<file path="src/rtl/txq_pkg.sv">
package txq_pkg;
  localparam int unsigned DESC_WORDS = 4;
  localparam int unsigned ST_SOP = 31;
  localparam int unsigned ST_EOP = 30;
  localparam int unsigned ST_OWN = 29;
  localparam int unsigned ST_EOQ = 28;
  localparam int unsigned ST_TDC = 27;

  typedef enum logic [2:0] {
    W_IDLE  = 3'd0,
    W_FETCH = 3'd1,
    W_XMIT  = 3'd2,
    W_WB    = 3'd3,
    W_TD_RD = 3'd4,
    W_TD_WR = 3'd5
  } walk_state_e;
endpackage

</file>
<file path="src/rtl/txq_desc_regs.sv">
module txq_desc_regs #(
  parameter int unsigned DW = 32,
  parameter int unsigned NW = 4,
  localparam int unsigned IW = $clog2(NW)
) (
  input  logic             clk,
  input  logic             rst_n,
  input  logic             cap_en,
  input  logic [IW-1:0]    cap_idx,
  input  logic [DW-1:0]    cap_data,
  output logic [NW*DW-1:0] words
);
  for (genvar g = 0; g < NW; g++) begin : g_word
    logic [DW-1:0] word_q;
    logic          word_en;
    assign word_en = cap_en && (cap_idx == IW'(g));
    always_ff @(posedge clk or negedge rst_n) begin
      if (!rst_n)       word_q <= '0;
      else if (word_en) word_q <= cap_data;
    end
    assign words[g*DW +: DW] = word_q;
  end
endmodule

</file>
<file path="src/rtl/txq_irq.sv">
module txq_irq #(
  parameter int unsigned DW = 32
) (
  input  logic          clk,
  input  logic          rst_n,
  input  logic          wb_done,
  input  logic [DW-1:0] wb_addr,
  input  logic          cp_wr,
  input  logic [DW-1:0] cp_data,
  output logic          irq,
  output logic [DW-1:0] last_addr,
  output logic          last_valid
);
  logic irq_n;

  always_comb begin
    irq_n = irq;
    if (wb_done)                             irq_n = 1'b1;
    else if (cp_wr && (cp_data == last_addr)) irq_n = 1'b0;
  end

  always_ff @(posedge clk or negedge rst_n) begin
    if (!rst_n) begin
      irq        <= 1'b0;
      last_addr  <= '0;
      last_valid <= 1'b0;
    end else begin
      irq <= irq_n;
      if (wb_done) begin
        last_addr  <= wb_addr;
        last_valid <= 1'b1;
      end
    end
  end
endmodule

</file>
<file path="src/rtl/txq_fsm.sv">
module txq_fsm
  import txq_pkg::*;
#(
  parameter int unsigned DW = 32,
  parameter int unsigned NW = 4,
  localparam int unsigned IW = $clog2(NW),
  localparam int unsigned STAT_OFS = (NW - 1) * 4
) (
  input  logic          clk,
  input  logic          rst_n,
  input  logic          head_wr,
  input  logic [DW-1:0] head_ptr,
  input  logic          teardown_req,
  output logic          mem_req,
  output logic          mem_we,
  output logic [DW-1:0] mem_addr,
  output logic [DW-1:0] mem_wdata,
  input  logic          mem_valid,
  input  logic [DW-1:0] mem_rdata,
  input  logic [DW-1:0] next_ptr,
  input  logic [DW-1:0] stat_word,
  output logic          cap_en,
  output logic [IW-1:0] cap_idx,
  output logic          tx_req,
  input  logic          tx_done,
  output logic          wb_done,
  output logic [DW-1:0] wb_addr,
  input  logic [DW-1:0] last_addr,
  input  logic          last_valid,
  output logic          busy
);
  walk_state_e   state, state_n;
  logic [DW-1:0] cur_q, cur_n;
  logic [IW-1:0] idx_q, idx_n;
  logic          tdp_q, tdp_n;
  logic [DW-1:0] tda_q, tda_n;
  logic [DW-1:0] wb_word, td_word;
  logic [DW-1:0] fetch_addr;

  assign fetch_addr = cur_q + {{(DW-IW-2){1'b0}}, idx_q, 2'b00};
  assign wb_addr    = cur_q;
  assign busy       = (state != W_IDLE);

  always_comb begin
    wb_word         = stat_word;
    wb_word[ST_OWN] = 1'b0;
    wb_word[ST_EOQ] = (next_ptr == '0);
    wb_word[ST_TDC] = 1'b0;
    td_word         = stat_word;
    td_word[ST_OWN] = 1'b0;
    td_word[ST_TDC] = 1'b1;
  end

  always_comb begin
    state_n   = state;
    cur_n     = cur_q;
    idx_n     = idx_q;
    tdp_n     = tdp_q | teardown_req;
    tda_n     = tda_q;
    mem_req   = 1'b0;
    mem_we    = 1'b0;
    mem_addr  = '0;
    mem_wdata = '0;
    cap_en    = 1'b0;
    cap_idx   = idx_q;
    tx_req    = 1'b0;
    wb_done   = 1'b0;
    unique case (state)
      W_IDLE: begin
        if (head_wr && (head_ptr != '0)) begin
          cur_n   = head_ptr;
          idx_n   = '0;
          state_n = W_FETCH;
        end else if (tdp_n) begin
          if (last_valid) begin
            tda_n   = last_addr;
            state_n = W_TD_RD;
          end else begin
            tdp_n = 1'b0;
          end
        end
      end
      W_FETCH: begin
        mem_req  = 1'b1;
        mem_addr = fetch_addr;
        if (mem_valid) begin
          cap_en = 1'b1;
          if (idx_q == IW'(NW - 1)) begin
            idx_n   = '0;
            state_n = mem_rdata[ST_OWN] ? W_XMIT : W_IDLE;
          end else begin
            idx_n = idx_q + 1'b1;
          end
        end
      end
      W_XMIT: begin
        tx_req = 1'b1;
        if (tx_done) state_n = W_WB;
      end
      W_WB: begin
        mem_req   = 1'b1;
        mem_we    = 1'b1;
        mem_addr  = cur_q + DW'(STAT_OFS);
        mem_wdata = wb_word;
        if (mem_valid) begin
          wb_done = 1'b1;
          if (tdp_n) begin
            tda_n   = (next_ptr != '0) ? next_ptr : cur_q;
            state_n = W_TD_RD;
          end else if (next_ptr != '0) begin
            cur_n   = next_ptr;
            state_n = W_FETCH;
          end else begin
            state_n = W_IDLE;
          end
        end
      end
      W_TD_RD: begin
        mem_req  = 1'b1;
        mem_addr = tda_q + DW'(STAT_OFS);
        if (mem_valid) begin
          cap_en  = 1'b1;
          cap_idx = IW'(NW - 1);
          state_n = W_TD_WR;
        end
      end
      W_TD_WR: begin
        mem_req   = 1'b1;
        mem_we    = 1'b1;
        mem_addr  = tda_q + DW'(STAT_OFS);
        mem_wdata = td_word;
        if (mem_valid) begin
          tdp_n   = 1'b0;
          state_n = W_IDLE;
        end
      end
      default: state_n = W_IDLE;
    endcase
  end

  always_ff @(posedge clk or negedge rst_n) begin
    if (!rst_n) begin
      state <= W_IDLE;
      cur_q <= '0;
      idx_q <= '0;
      tdp_q <= 1'b0;
      tda_q <= '0;
    end else begin
      state <= state_n;
      cur_q <= cur_n;
      idx_q <= idx_n;
      tdp_q <= tdp_n;
      tda_q <= tda_n;
    end
  end
endmodule

</file>
<file path="src/rtl/txq_walker.sv">
module txq_walker
  import txq_pkg::*;
#(
  parameter int unsigned DW   = 32,
  parameter int unsigned LENW = 16,
  localparam int unsigned NW  = DESC_WORDS,
  localparam int unsigned IW  = $clog2(NW)
) (
  input  logic            clk,
  input  logic            rst_n,
  input  logic            head_wr,
  input  logic [DW-1:0]   head_ptr,
  input  logic            teardown_req,
  input  logic            cp_wr,
  input  logic [DW-1:0]   cp_data,
  output logic            mem_req,
  output logic            mem_we,
  output logic [DW-1:0]   mem_addr,
  output logic [DW-1:0]   mem_wdata,
  input  logic            mem_valid,
  input  logic [DW-1:0]   mem_rdata,
  output logic            tx_req,
  output logic [DW-1:0]   tx_buf_addr,
  output logic [DW-1:0]   tx_route,
  output logic [LENW-1:0] tx_len,
  input  logic            tx_done,
  output logic            irq,
  output logic            busy
);
  logic [NW*DW-1:0] words;
  logic             cap_en;
  logic [IW-1:0]    cap_idx;
  logic             wb_done;
  logic [DW-1:0]    wb_addr;
  logic [DW-1:0]    last_addr;
  logic             last_valid;
  logic [DW-1:0]    stat_word;

  assign stat_word   = words[(NW-1)*DW +: DW];
  assign tx_buf_addr = words[1*DW +: DW];
  assign tx_route    = words[2*DW +: DW];
  assign tx_len      = stat_word[LENW-1:0];

  txq_desc_regs #(.DW(DW), .NW(NW)) u_regs (
    .clk(clk), .rst_n(rst_n), .cap_en(cap_en), .cap_idx(cap_idx),
    .cap_data(mem_rdata), .words(words)
  );

  txq_fsm #(.DW(DW), .NW(NW)) u_fsm (
    .clk(clk), .rst_n(rst_n), .head_wr(head_wr), .head_ptr(head_ptr),
    .teardown_req(teardown_req), .mem_req(mem_req), .mem_we(mem_we),
    .mem_addr(mem_addr), .mem_wdata(mem_wdata), .mem_valid(mem_valid),
    .mem_rdata(mem_rdata), .next_ptr(words[0 +: DW]), .stat_word(stat_word),
    .cap_en(cap_en), .cap_idx(cap_idx), .tx_req(tx_req), .tx_done(tx_done),
    .wb_done(wb_done), .wb_addr(wb_addr), .last_addr(last_addr),
    .last_valid(last_valid), .busy(busy)
  );

  txq_irq #(.DW(DW)) u_irq (
    .clk(clk), .rst_n(rst_n), .wb_done(wb_done), .wb_addr(wb_addr),
    .cp_wr(cp_wr), .cp_data(cp_data), .irq(irq), .last_addr(last_addr),
    .last_valid(last_valid)
  );
endmodule


</file>
<file path="config.mk">
export PLATFORM = sky130hd
export DESIGN_NAME = txq_walker
export DESIGN_NICKNAME = d
export VERILOG_FILES = /design/src/rtl/txq_pkg.sv /design/src/rtl/txq_desc_regs.sv /design/src/rtl/txq_irq.sv /design/src/rtl/txq_fsm.sv /design/src/rtl/txq_walker.sv
export SDC_FILE = /design/constraint.sdc
export NUM_CORES = 1
export LEC_CHECK = 0
export ABC_AREA = 0
export BUFFER_PORTS_ARGS = -buffer_cell sky130_fd_sc_hd__buf_4
export CAP_MARGIN = 20
export CORE_AREA = 2 2 170 172
export DETAILED_ROUTE_END_ITERATION = 12
export DIE_AREA = 0 0 172 174
export MAX_ROUTING_LAYER = met4
export PLACE_DENSITY = 0.69
export SLEW_MARGIN = 20
export SYNTH_ARGS = -nofsm -noshare
export SYNTH_HDL_FRONTEND = slang
export SYNTH_SLANG_ARGS = --single-unit
</file>
<file path="constraint.sdc">
create_clock -name clk -period 3.69 [get_ports clk]
set_clock_uncertainty 0.15 [all_clocks]
set_input_delay 0.1845 -clock clk [delete_from_list [all_inputs] [get_ports clk]]
set_output_delay 0.1845 -clock clk [all_outputs]
set_load 0.02 [all_outputs]
</file>
## After elaboration in Yosys (flattened, before gate mapping)

Index checks and enable logic that the tools add are counted.

| operators by class | value |
|---|---|
| mux-type cells | 45 |
| reductions and logical operators | 23 |
| eq/ne operators | 24 |
| bitwise gates (word level) | 1 |
| $add $sub $neg | 4 |

Operators by type and width:

| kind | number |
|---|---|
| $mux W32 | 9 |
| $pmux W32 S2 | 3 |
| $pmux W32 S3 | 1 |
| $add A32 B4 Y32 const B | 2 |
| $reduce_bool A32 Y1 | 2 |
| $add A32 B4 Y32 | 1 |
| $eq A32 B32 Y1 | 1 |
| $logic_not A32 Y1 | 1 |
| $mux W3 | 10 |
| $pmux W3 S6 | 1 |
| $ne A2 B2 Y1 const B | 7 |
| $mux W1 | 13 |
| $mux W2 | 6 |
| $ne A2 B1 Y1 const B | 5 |
| $reduce_and A8 Y1 | 1 |
| $eq A2 B2 Y1 const B | 3 |
| $eq A3 B2 Y1 const B | 2 |
| $eq A3 B3 Y1 const B | 2 |
| $logic_and A1 B1 Y1 | 6 |
| $ne A3 B1 Y1 const B | 2 |
| $reduce_and A6 Y1 | 1 |
| $reduce_bool A2 Y1 | 3 |
| $reduce_or A2 Y1 | 3 |
| $pmux W2 S2 | 1 |
| 11 further kinds | 11 |

| storage, ports and cells | value |
|---|---|
| logic and storage cells | 109 |
| bits in registers | 232 |

## Longest topological paths before layout

Gate-level depths: netlist (run 1).

| logic depth | value |
|---|---|
| word-level depth | 5 |
| mapped depth | 13 |

## Cells and area by module

Synthesis (run 1) repeated with hierarchy kept, for this count alone.

| second synthesis, totals | value |
|---|---|
| cells, all modules | 1,136 |
| area total of the unflattened synthesis | 12,278.0 um^2 |

By module, submodules not included:

| module | area each (um^2) | times used | sequential area each (um^2) | cells an instance |
|---|---|---|---|---|
| txq_fsm | 5,939.4 | 1 | 1,751.7 | 749 |
| txq_desc_regs | 4,744.6 | 1 | 3,203.1 | 272 |
| txq_irq | 1,594.0 | 1 | 850.8 | 115 |

## Worst setup path before layout (run 1)

No wires, ideal clock.

| timing path | value |
|---|---|
| path type | register to output |
| from | reg u_fsm.state[1] |
| to | out mem_addr[28] |
| setup slack | -0.321 ns |
| arrival time | 3.677 ns |
| buffers on the path | 4 |
| stages on the path, launching flop included | 14 |
| path through | dfrtp_1 -> nor2b_1 -> buf_2 -> buf_4 -> buf_2 -> buf_1 -> mux2i_1 -> ha_1 -> or4bb_1 -> o21ai_1 -> nand4_2 -> nor4b_4 -> a31oi_1 -> o32ai_1 |

| between the ends | value |
|---|---|
| word-level cells in the longest chain between the ends | 3 |
| elaborated cells between the ends (all ways) | 6 |

Ends and longest elaborated chain:

| element | line | RTL |
|---|---|---|
| start, declared | txq_fsm.sv:32 | `walk_state_e state, state_n;` |
| start signal, assigned | txq_fsm.sv:149 | `state <= state_n;` |
| $eq A3 B3 Y1 | txq_fsm.sv:68 | `unique case (state)` |
| $reduce_or A2 Y1 (no line) | n/a |  |
| $pmux W32 S3 (*) | txq_fsm.sv:68 |  |
| end, declared | txq_walker.sv:18 | `output logic [DW-1:0] mem_addr,` |

Mark *: on every way between the ends. The rest lies on a longest branch, timed or not.

## Final worst setup path (run 1)

| timing path | value |
|---|---|
| from | reg u_fsm.state[1] |
| to | out mem_addr[23] |

The elaborated chain is that of the path after synthesis.

==> metrics.md, run 1 <==
| Metric | Value |
|---|---|
| Reg-to-reg critical path endpoint | u_irq.irq |
| Site Rows | 62 |
| Total core area | 28240 µm² |
| Clock buffer depth | 3 |
| WL final | 40070 µm |
| Post-synthesis sequential area ratio | 0.4627 |
| GRT overflow | 0 |
| Pin count of the biggest net entering global routing | 107 |
| Crit share post-route | 0.9795 |
| Avg Inst Size Synth | 10.83 µm² |
| Pleak | 0.007266 µW |
| Setup TNS Final | 0 ns |
| Avg Vias per Cell | 5.734 |
| Cell count after synthesis | 1149 |
| Final setup violation count | 0 |
| DRC errors left | 0 |
| Die area | 29930 µm² |
| # IOs | 252 |
| Critical path class | reg -> out |
| Fraction of layout cells with a size suffix above 1 | 0.3621 |
| Util after Layout | 0.5758 |
| Worst-path clk slew | 0.06 ns |
| GRT Overall Usage | 0.2743 |
| Worst EP arrival | 3.28 ns |
| Worst-Skew Late Latency | 0.51 ns |
| Worst R2R Setup Slack | 0.38 ns |
| Initial core utilization | 0.4405 |
| Port bufs | 250 |
| Pre-antenna DRT Iters | 5 |
| Die Width | 172 µm |
| Synthesized cell area | 12440 µm² |
| Number of CTS-inserted buffers | 23 |
| Hpwl dp | 28450 µm |
| Vias in the first global route | 10470 |
| CTS tree | yes |
| Synth Register Bits | 230 |
| Slew @ Worst Pin | 0.8890 ns |
| Cell variety after synth | 64 |
| Max Cap Viol | 0 |
| Post-synth EDFFs | 0 |
| Routed len/inst | 21.98 µm |
| R2R cell count | 8 |
| Area Growth Syn to Fin | 30.71% |
| Commonest non-fill, non-tap cells in the layout | buf_4, dfrtp_1, mux2_2, nand2_1, dlygate4sd3_1 |
| YS warnings | 0 |
| Max Slew Vio Count | 0 |
| 1st-iter DRT viols | 771 |
| Worst r2r src | u_irq.last_addr[27] |
| Placed cell count | 1708 |
| Crit Path Max Fanout | 40 |
| Tmin final | 3.614 ns |
| Status | complete, no violations |
| Clock sinks | 230 |
| CTS Root Buffer Type | clkbuf_16 |
| Most common cell after layout, fill and taps aside | buf_4 |
| Finished Layout Cells | 1823 |
| Initial antenna violation count | 0 |
| CP peak stage delay | 0.60 ns |
| Vias post-DR | 10450 |
| Setup crit start | u_fsm.state[1] |
| Min Hold Slack | 0.02027 ns |
| Die Y | 174 µm |
| Antenna-violating nets left | 0 |
| Hold path depth | 3 |
| H-tree depth | 1 |
| Antenna Cells | 0 |
| CP Capture Type | output pin |
| Min-delay src | head_wr |
| Syn_nets | 1257 |
| Gpl congestion | 0.9050 |
| Worst endpoint required time | 3.36 ns |
| Slew headroom | 0.4052 |
| Synth async-reset ratio | 1.000 |
| FMAX | 276.7 MHz |
| Worst Hold Class | in -> reg |
| Final hold violations | 0 |
| First-pass GRT wire length | 61640 µm |
| Worst setup SP type | flop |
| Final net count | 1534 |
| VDD IR-drop max | 0.6004 mV |
| Power per Cell Area | 834.7 nW/µm² |
| CP max-delay cell | or4_4 |
| Hold Path Sink | u_fsm.idx_q[0] |
| CP Cell Sequence | nor2b_4 > buf_12 > mux2i_4 > nand2_2 > or4_4 > o31a_1 > o32ai_1 > buf_4 |
| Top_reg_cell synth | dfrtp_1 |
[final cells by class]
class	instances	area [µm²]
fillers	2469	11980
multi-input cells	806	6335
flip-flops and latches	230	5757
repair buffers	357	2920
clock buffers	27	620.6
well taps	384	480.5
clock inverters	11	115.1
inverters	8	30.03
[power breakdown]
| part | internal (µW) | leakage (µW) | switching [µW] |
|---|---|---|---|
| registers | 3590 | 0.00289 | 1210 |
| logic | 2940 | 0.00402 | 3500 |
| clock network | 1340 | 0.000355 | 990 |
| total | 7870 | 0.00727 | 5700 |
[critical path: cells and delay by family (launching register included)]
| family | cells | cell delay [ns] |
|---|---|---|
| simple gates | 3 | 0.93 |
| compound gates | 2 | 0.54 |
| buf+inv | 2 | 0.46 |
| flops | 1 | 0.44 |
| mux | 1 | 0.40 |
[through the flow]
step | power [µW] | cell area (µm²) | worst slack (ns)
global route | 14320 | 16260 | -0.001810
finish | 13570 | 16260 | 0.07560
global placement | 10890 | 14660 | 0.3847
detailed placement | 11010 | 14660 | 0.3170
CTS | 13470 | 16120 | 0.003193
floorplan | 8608 | 12460 | 0.02739
[routing by layer]
layer	vias up	track usage	part of all wire
li1	4735	-	-
met1	5152	0.3794	0.43
met2	473	0.4063	0.45
met3	93	0.05055	0.077
met4	0	0.09454	0.037
met5	-	-	0
[cells by family (layout without fill, tap and decap cells)]
kind of cell / after synthesis / after routing / share of synthesized area
buffers and inverters: 113 / 403 / 0.04205
adder cells (fa/ha/maj): 5 / 5 / 0.005633
multiplexers: 222 / 222 / 0.1973
AO/OA/AOI/OAI: 183 / 183 / 0.1100
XOR/XNOR: 73 / 73 / 0.05140
other: 1 / 1 / 0.0003015
AND/OR/NAND/NOR: 322 / 322 / 0.1306
flip-flops: 230 / 230 / 0.4627
[worst max path at each step]
stage | to | slack, ns
floorplan | mem_addr[28] | 0.03
global placement | mem_addr[28] | 0.38
detailed placement | mem_addr[28] | 0.32
CTS | mem_addr[26] | 0.003
global route | mem_addr[30] | -0.002
finish | mem_addr[23] | 0.08
[flip-flops by register name, summed over array words and instances (netlist names)]
| name | cells |
|---|---|
| u_irq.last_valid | 1 |
| u_fsm.tda_q | 32 |
| u_irq.irq | 1 |
| u_irq.last_addr | 32 |
| u_regs.g_word.word_q | 126 |
| u_fsm.wb_addr | 32 |
| u_fsm.state | 3 |
| u_fsm.tdp_q | 1 |
| u_fsm.idx_q | 2 |
[cells in the mapped netlist, drive strengths merged (5+ instances only)]
cell,instances,share of area
inv,8,0.0024
o22ai,15,0.0075
nand2,108,0.033
nor3,12,0.0052
xor2,26,0.018
o21ai,16,0.0064
o31ai,34,0.021
nand3,17,0.0078
nand2b,5,0.0025
and3,8,0.0040
and4,5,0.0035
nor2,65,0.020
o32ai,8,0.0056
nand4,25,0.013
nor4,28,0.014
a31oi,7,0.0035
clkbuf,67,0.021
a21oi,7,0.0028
mux2,163,0.15
dfrtp,230,0.46
o2bb2ai,33,0.023
and2,36,0.018
buf,38,0.019
xnor2,47,0.033
mux2i,59,0.050
a211oi,35,0.021
[what timing repair did]
item | CTS | global route
hold buffers | 70 | 0
gates resized for setup | 2 | 15
setup buffers | 1 | 6
pin swaps | 1 | 3
setup endpoints to repair | 5 | 12
hold endpoints to repair | 269 | 0
(Power assumes the default switching activity.)
==> inputs of run 2 (changes only) <==
PLACE_DENSITY = 0.67   (was 0.69)
TNS_END_PERCENT = 100   (was not set)
clock period = 3.85 ns   (was 3.69 ns; I/O delays follow)
==> run 2 against run 1 <==
Compared with the run above: critical path depth up 3; sequential power decreased by 3%; via count shrank 1.6%; first-iteration DRC count increased by 12%; non-clock buffer count shrank 6; worst hold slack improved by 0.0083 ns; sequential share of layout area rose by 0.069 points; core utilization down 0.12 points; critical endpoint is now mem_addr[30]; largest power group unchanged.
==> metrics.md, run 2 (same netlist as run 1, synthesis figures left out) <==
| Metric | Value |
|---|---|
| WL final | 40040 µm |
| Worst Hold Class | in -> reg |
| Hold path depth | 3 |
| GRT overflow | 0 |
| Routed len/inst | 21.95 µm |
| Power per Cell Area | 809.2 nW/µm² |
| Pin count of the biggest net entering global routing | 110 |
| Pre-antenna DRT Iters | 5 |
| Setup TNS Final | 0 ns |
| DRC errors left | 0 |
| Total core area | 28240 µm² |
| Avg Vias per Cell | 5.637 |
| Port bufs | 250 |
| Gpl congestion | 0.9159 |
| # IOs | 252 |
| CP Capture Type | output pin |
| Most common cell after layout, fill and taps aside | buf_4 |
| First-pass GRT wire length | 61670 µm |
| Number of CTS-inserted buffers | 24 |
| Crit share post-route | 0.9701 |
| Die area | 29930 µm² |
| Final setup violation count | 0 |
| Clock buffer depth | 3 |
| Vias in the first global route | 10490 |
| Hpwl dp | 28700 µm |
| Max reg flops | 126 |
| Max Slew Vio Count | 0 |
| Design Area, Final | 16220 µm² |
| Pleak | 0.007271 µW |
| Status | complete, no violations |
| Largest reg by FF count | u_regs.g_word.word_q |
| R2R cell count | 8 |
| Antenna-violating nets left | 0 |
| Worst EP arrival | 3.39 ns |
| Util after Layout | 0.5745 |
| Clock sinks | 230 |
| FMAX | 267.7 MHz |
| Placement Cell Area | 14620 µm² |
| Worst-Skew Late Latency | 0.52 ns |
| CTS tree | yes |
| Commonest non-fill, non-tap cells in the layout | buf_4, dfrtp_1, mux2_2, nand2_1, dlygate4sd3_1 |
| VDD IR-drop max | 0.5397 mV |
| Die Y | 174 µm |
| Worst endpoint required time | 3.51 ns |
| Worst setup SP type | flop |
| Final net count | 1529 |
| Die Width | 172 µm |
| Crit Path Max Fanout | 7 |
| H-tree depth | 1 |
| Max Cap Viol | 0 |
| Fraction of layout cells with a size suffix above 1 | 0.3547 |
| Area Growth Syn to Fin | 30.43% |
| Tmin final | 3.735 ns |
| Critical path class | reg -> out |
| Worst-path clk slew | 0.06 ns |
| Slew headroom | 0.2691 |
| 1st-iter DRT viols | 866 |
| Final hold violations | 0 |
| Vias post-DR | 10280 |
| GRT Overall Usage | 0.2733 |
| CTS Root Buffer Type | clkbuf_16 |
| Initial core utilization | 0.4405 |
| Slew @ Worst Pin | 1.095 ns |
| Site Rows | 62 |
| Initial antenna violation count | 2 |
==> run 2: changes by cell type in the layout (fill, tap and decap cells not counted), moves of 2 or more <==
cell,change
mux2i_2,+3
clkinvlp_4,-4
buf_4,-4
nand2_1,+2
clkbuf_16,+2
buf_12,-2
diode_2,+2
nand2_2,-2
clkbuf_1,+5
mux2i_4,-4
==> run 2: cell type report <==
cell class / instances / area [µm²]
Fill cell: 2414 / 12010
Multi-Input combinational cell: 806 / 6284
Sequential cell: 230 / 5756
Timing Repair Buffer: 351 / 2846
Clock buffer: 35 / 703.2
Tap cell: 384 / 480.5
Clock inverter: 8 / 118.9
Inverter: 8 / 30.03
Antenna cell: 2 / 5.005
==> run 2: metrics by stage <==
stage               hold WS (ns)  power (µW)  setup slack, ns  instances
floorplan                -0.2531        8239         0.008592       1149
finish                   0.02855       13130           0.1150       1824
CTS                      0.01701       13080           0.1118       1821
detailed placement        0.1542       10540           0.3945       1707
global placement          0.1700       10410           0.4265       1707
global route             0.04627       13840         -0.02117       1824
==> run 2: path summary, 6_finish.rpt <==
kind                                      from                         end  slack [ns]
max in group asynchronous                rst_n                 u_fsm.tdp_q        2.32
min in group asynchronous                rst_n  u_regs.g_word[1].word_q[0]        0.18
setup reg to reg           u_irq.last_addr[27]                   u_irq.irq        0.55
setup / recovery                u_fsm.state[2]                mem_addr[30]        0.12
hold reg to reg                 u_fsm.tda_q[1]              u_fsm.tda_q[1]        0.34
hold / removal                         head_wr              u_fsm.idx_q[0]        0.03
==> run 2: critical path: stages (launching register included) <==
cell and delay (ns):
dfrtp_1 0.43, nor2b_4 0.22, mux2i_1 0.11, ha_2 0.23
or4bb_1 0.54, o21ai_4 0.14, nand4_4 0.21, nor4b_4 0.29
buf_4 0.18, nand4_1 0.10, a32o_1 0.27, buf_4 0.16
==> run 2: timing repair <==
item	in CTS	in global routing
pin swaps	1	1
setup endpoints to repair	4	4
hold endpoints to repair	272	0
gates resized for setup	3	5
gates cloned	0	0
hold buffers	70	0
buffers inserted	1	1
==> run 2: where the power goes <==
group	internal [µW]	switching [µW]	total (µW)
sequential	3440	1220	4660
combinational	2750	3290	6040
clock	1470	961	2430
==> run 2: per-layer routing <==
layer  share of wire  vias to the layer above  track usage
li1                -                     4715            -
met1            0.45                     5106       0.3835
met2            0.46                      398       0.4041
met3           0.070                       62      0.05055
met4           0.028                        0      0.08193
met5               0                        -            -
==> inputs of run 3 (changes only) <==
SKIP_CTS_REPAIR_TIMING = 1   (was not set)
clock period = 4.1 ns   (was 3.85 ns; I/O delays follow)
==> run 3 against run 2 <==
Compared with the run above: critical path depth did not move; flip-flop and latch count did not move; register-to-register slack improved by 0.08 ns; setup slack improved by 0.091 ns; via count rose by 1.0%; largest cell class unchanged; highest routed layer unchanged.
==> metrics.md, run 3 (same netlist as run 1, synthesis figures left out) <==
| Metric | Value |
|---|---|
| Status | complete, no violations |
| Worst Hold Class | in -> reg |
| Commonest non-fill, non-tap cells in the layout | buf_4, dfrtp_1, mux2_2, nand2_1, dlygate4sd3_1 |
| Filler cells | 2454 |
| Worst-path clk slew | 0.06 ns |
| Slew headroom | 0.2904 |
| Most common cell after layout, fill and taps aside | buf_4 |
| Pin count of the biggest net entering global routing | 120 |
| Clock sinks | 230 |
| GRT Overall Usage | 0.2631 |
| Die Width | 172 µm |
| CTS tree | yes |
| Hpwl dp | 28520 µm |
| DRC errors left | 0 |
| Min-delay src | head_wr |
| Die Y | 174 µm |
| Pre-antenna DRT Iters | 6 |
| FMAX | 256.8 MHz |
| Tmin final | 3.894 ns |
| Pleak | 0.007208 µW |
| Number of CTS-inserted buffers | 24 |
| Avg Vias per Cell | 5.719 |
| RSZ-0062 raised after global routing | false |
| 1st-iter DRT viols | 856 |
| Worst EP arrival | 3.54 ns |
| P_int | 7015 µW |
| Initial antenna violation count | 1 |
| Max Cap Viol | 0 |
| Worst endpoint required time | 3.74 ns |
| Fraction of layout cells with a size suffix above 1 | 0.3494 |
| Switching Share | 0.4194 |
| WL final | 39770 µm |
| Initial core utilization | 0.4405 |
| Comb pwr share | 0.458 |
| Site Rows | 62 |
| Final net count | 1522 |
| Worst setup SP type | flop |
| Power per Cell Area | 750.6 nW/µm² |
| CP Capture Type | output pin |
| GRT overflow | 0 |
| Switching pwr | 5067 µW |
| VDD IR-drop max | 0.4111 mV |
| Worst r2r src | u_irq.last_addr[27] |
| Slew @ Worst Pin | 1.063 ns |
| Critical path class | reg -> out |
| Setup crit start | u_fsm.state[1] |
| Gpl congestion | 0.9159 |
| Vias post-DR | 10390 |
| Die area | 29930 µm² |
| Place WS | 0.3650 ns |
| Area Growth Syn to Fin | 29.41% |
| Placement Cell Area | 14560 µm² |
| Worst-Skew Late Latency | 0.51 ns |
| Max reg flops | 126 |
| First-pass GRT wire length | 59170 µm |
| Design Area, Final | 16100 µm² |
| Clock power frac | 0.176 |
| Max Slew Vio Count | 0 |
| H-tree depth | 1 |
| Routed len/inst | 21.90 µm |
| Clock buffer depth | 3 |
| Antenna-violating nets left | 0 |
| Slack of the critical path | 0.2057 ns |
| Largest reg by FF count | u_regs.g_word.word_q |
| Final setup violation count | 0 |
| # IOs | 252 |
| Final hold violations | 0 |
| Port bufs | 250 |
| Vias in the first global route | 9887 |
| Crit Path Max Fanout | 16 |
| Total core area | 28240 µm² |
| Crit share post-route | 0.9498 |
| Sequential power share | 0.366 |
| CTS Root Buffer Type | clkbuf_16 |
==> run 3: power groups by stage <==
stage	sequential (µW)	clock (µW)	combinational [µW]
4_1_cts	4380	2170	5430
6_report	4420	2130	5530
3_5_place_dp	4400	0	5410
3_3_place_gp	4370	0	5350
5_1_grt	4550	2260	5950
2_1_floorplan	4080	0	3640
==> run 3: final timing paths <==
path | to | slack (ns) | cells past startpoint
setup / recovery | mem_addr[30] | 0.21 | 11
hold / removal | u_fsm.idx_q[1] | 0.02 | 3
setup reg to reg | u_irq.irq | 0.63 | 8
hold reg to reg | u_fsm.tda_q[31] | 0.33 | 2
max in group asynchronous | u_fsm.tda_q[14] | 2.71 | 3
min in group asynchronous | u_regs.g_word[3].word_q[23] | 0.23 | 2
==> run 3: area by class of cell <==
type / instances / area [µm²] / area share
Multi-Input combinational cell: 806 / 6251 / 0.3883
Sequential cell: 230 / 5758 / 0.3577
Timing Repair Buffer: 344 / 2798 / 0.1738
Clock buffer: 40 / 762.0 / 0.04734
Tap cell: 384 / 480.5 / 0.02985
Inverter: 8 / 30.03 / 0.001866
Clock inverter: 3 / 15.01 / 0.0009328
Antenna cell: 1 / 2.502 / 0.0001555
==> run 3: through the flow <==
step,setup TNS (ns),power (µW),cells,hold slack (ns),util
5_1_grt,0,12750,1816,0.04149,0.5701
2_1_floorplan,0,7722,1149,-0.2406,-
4_1_cts,-0.7609,11980,1744,-0.3273,0.5433
3_3_place_gp,0,9716,1701,0.2190,0.5158
3_5_place_dp,0,9811,1701,0.2175,0.5158
6_report,0,12080,1816,0.02050,0.5701
==> run 3: metal layers <==
| metal | share of wire | track usage | vias to the layer above | wire [µm] |
|---|---|---|---|---|
| li1 | - | - | 4711 | - |
| met1 | 0.44 | 0.3756 | 5140 | 17420 |
| met2 | 0.45 | 0.3862 | 475 | 17910 |
| met3 | 0.084 | 0.04736 | 60 | 3330 |
| met4 | 0.028 | 0.07108 | 0 | 1102 |
| met5 | 0 | - | - | 0 |
==> run 3: critical path, stage by stage, from the launching register on <==
cell	delay (ns)
dfrtp_2	0.52
nand2b_1	0.23
mux2i_1	0.14
ha_1	0.23
or4bb_1	0.50
o21ai_2	0.18
nand4_4	0.23
nor4b_4	0.31
buf_4	0.18
nand4_1	0.10
a32o_1	0.27
buf_4	0.15
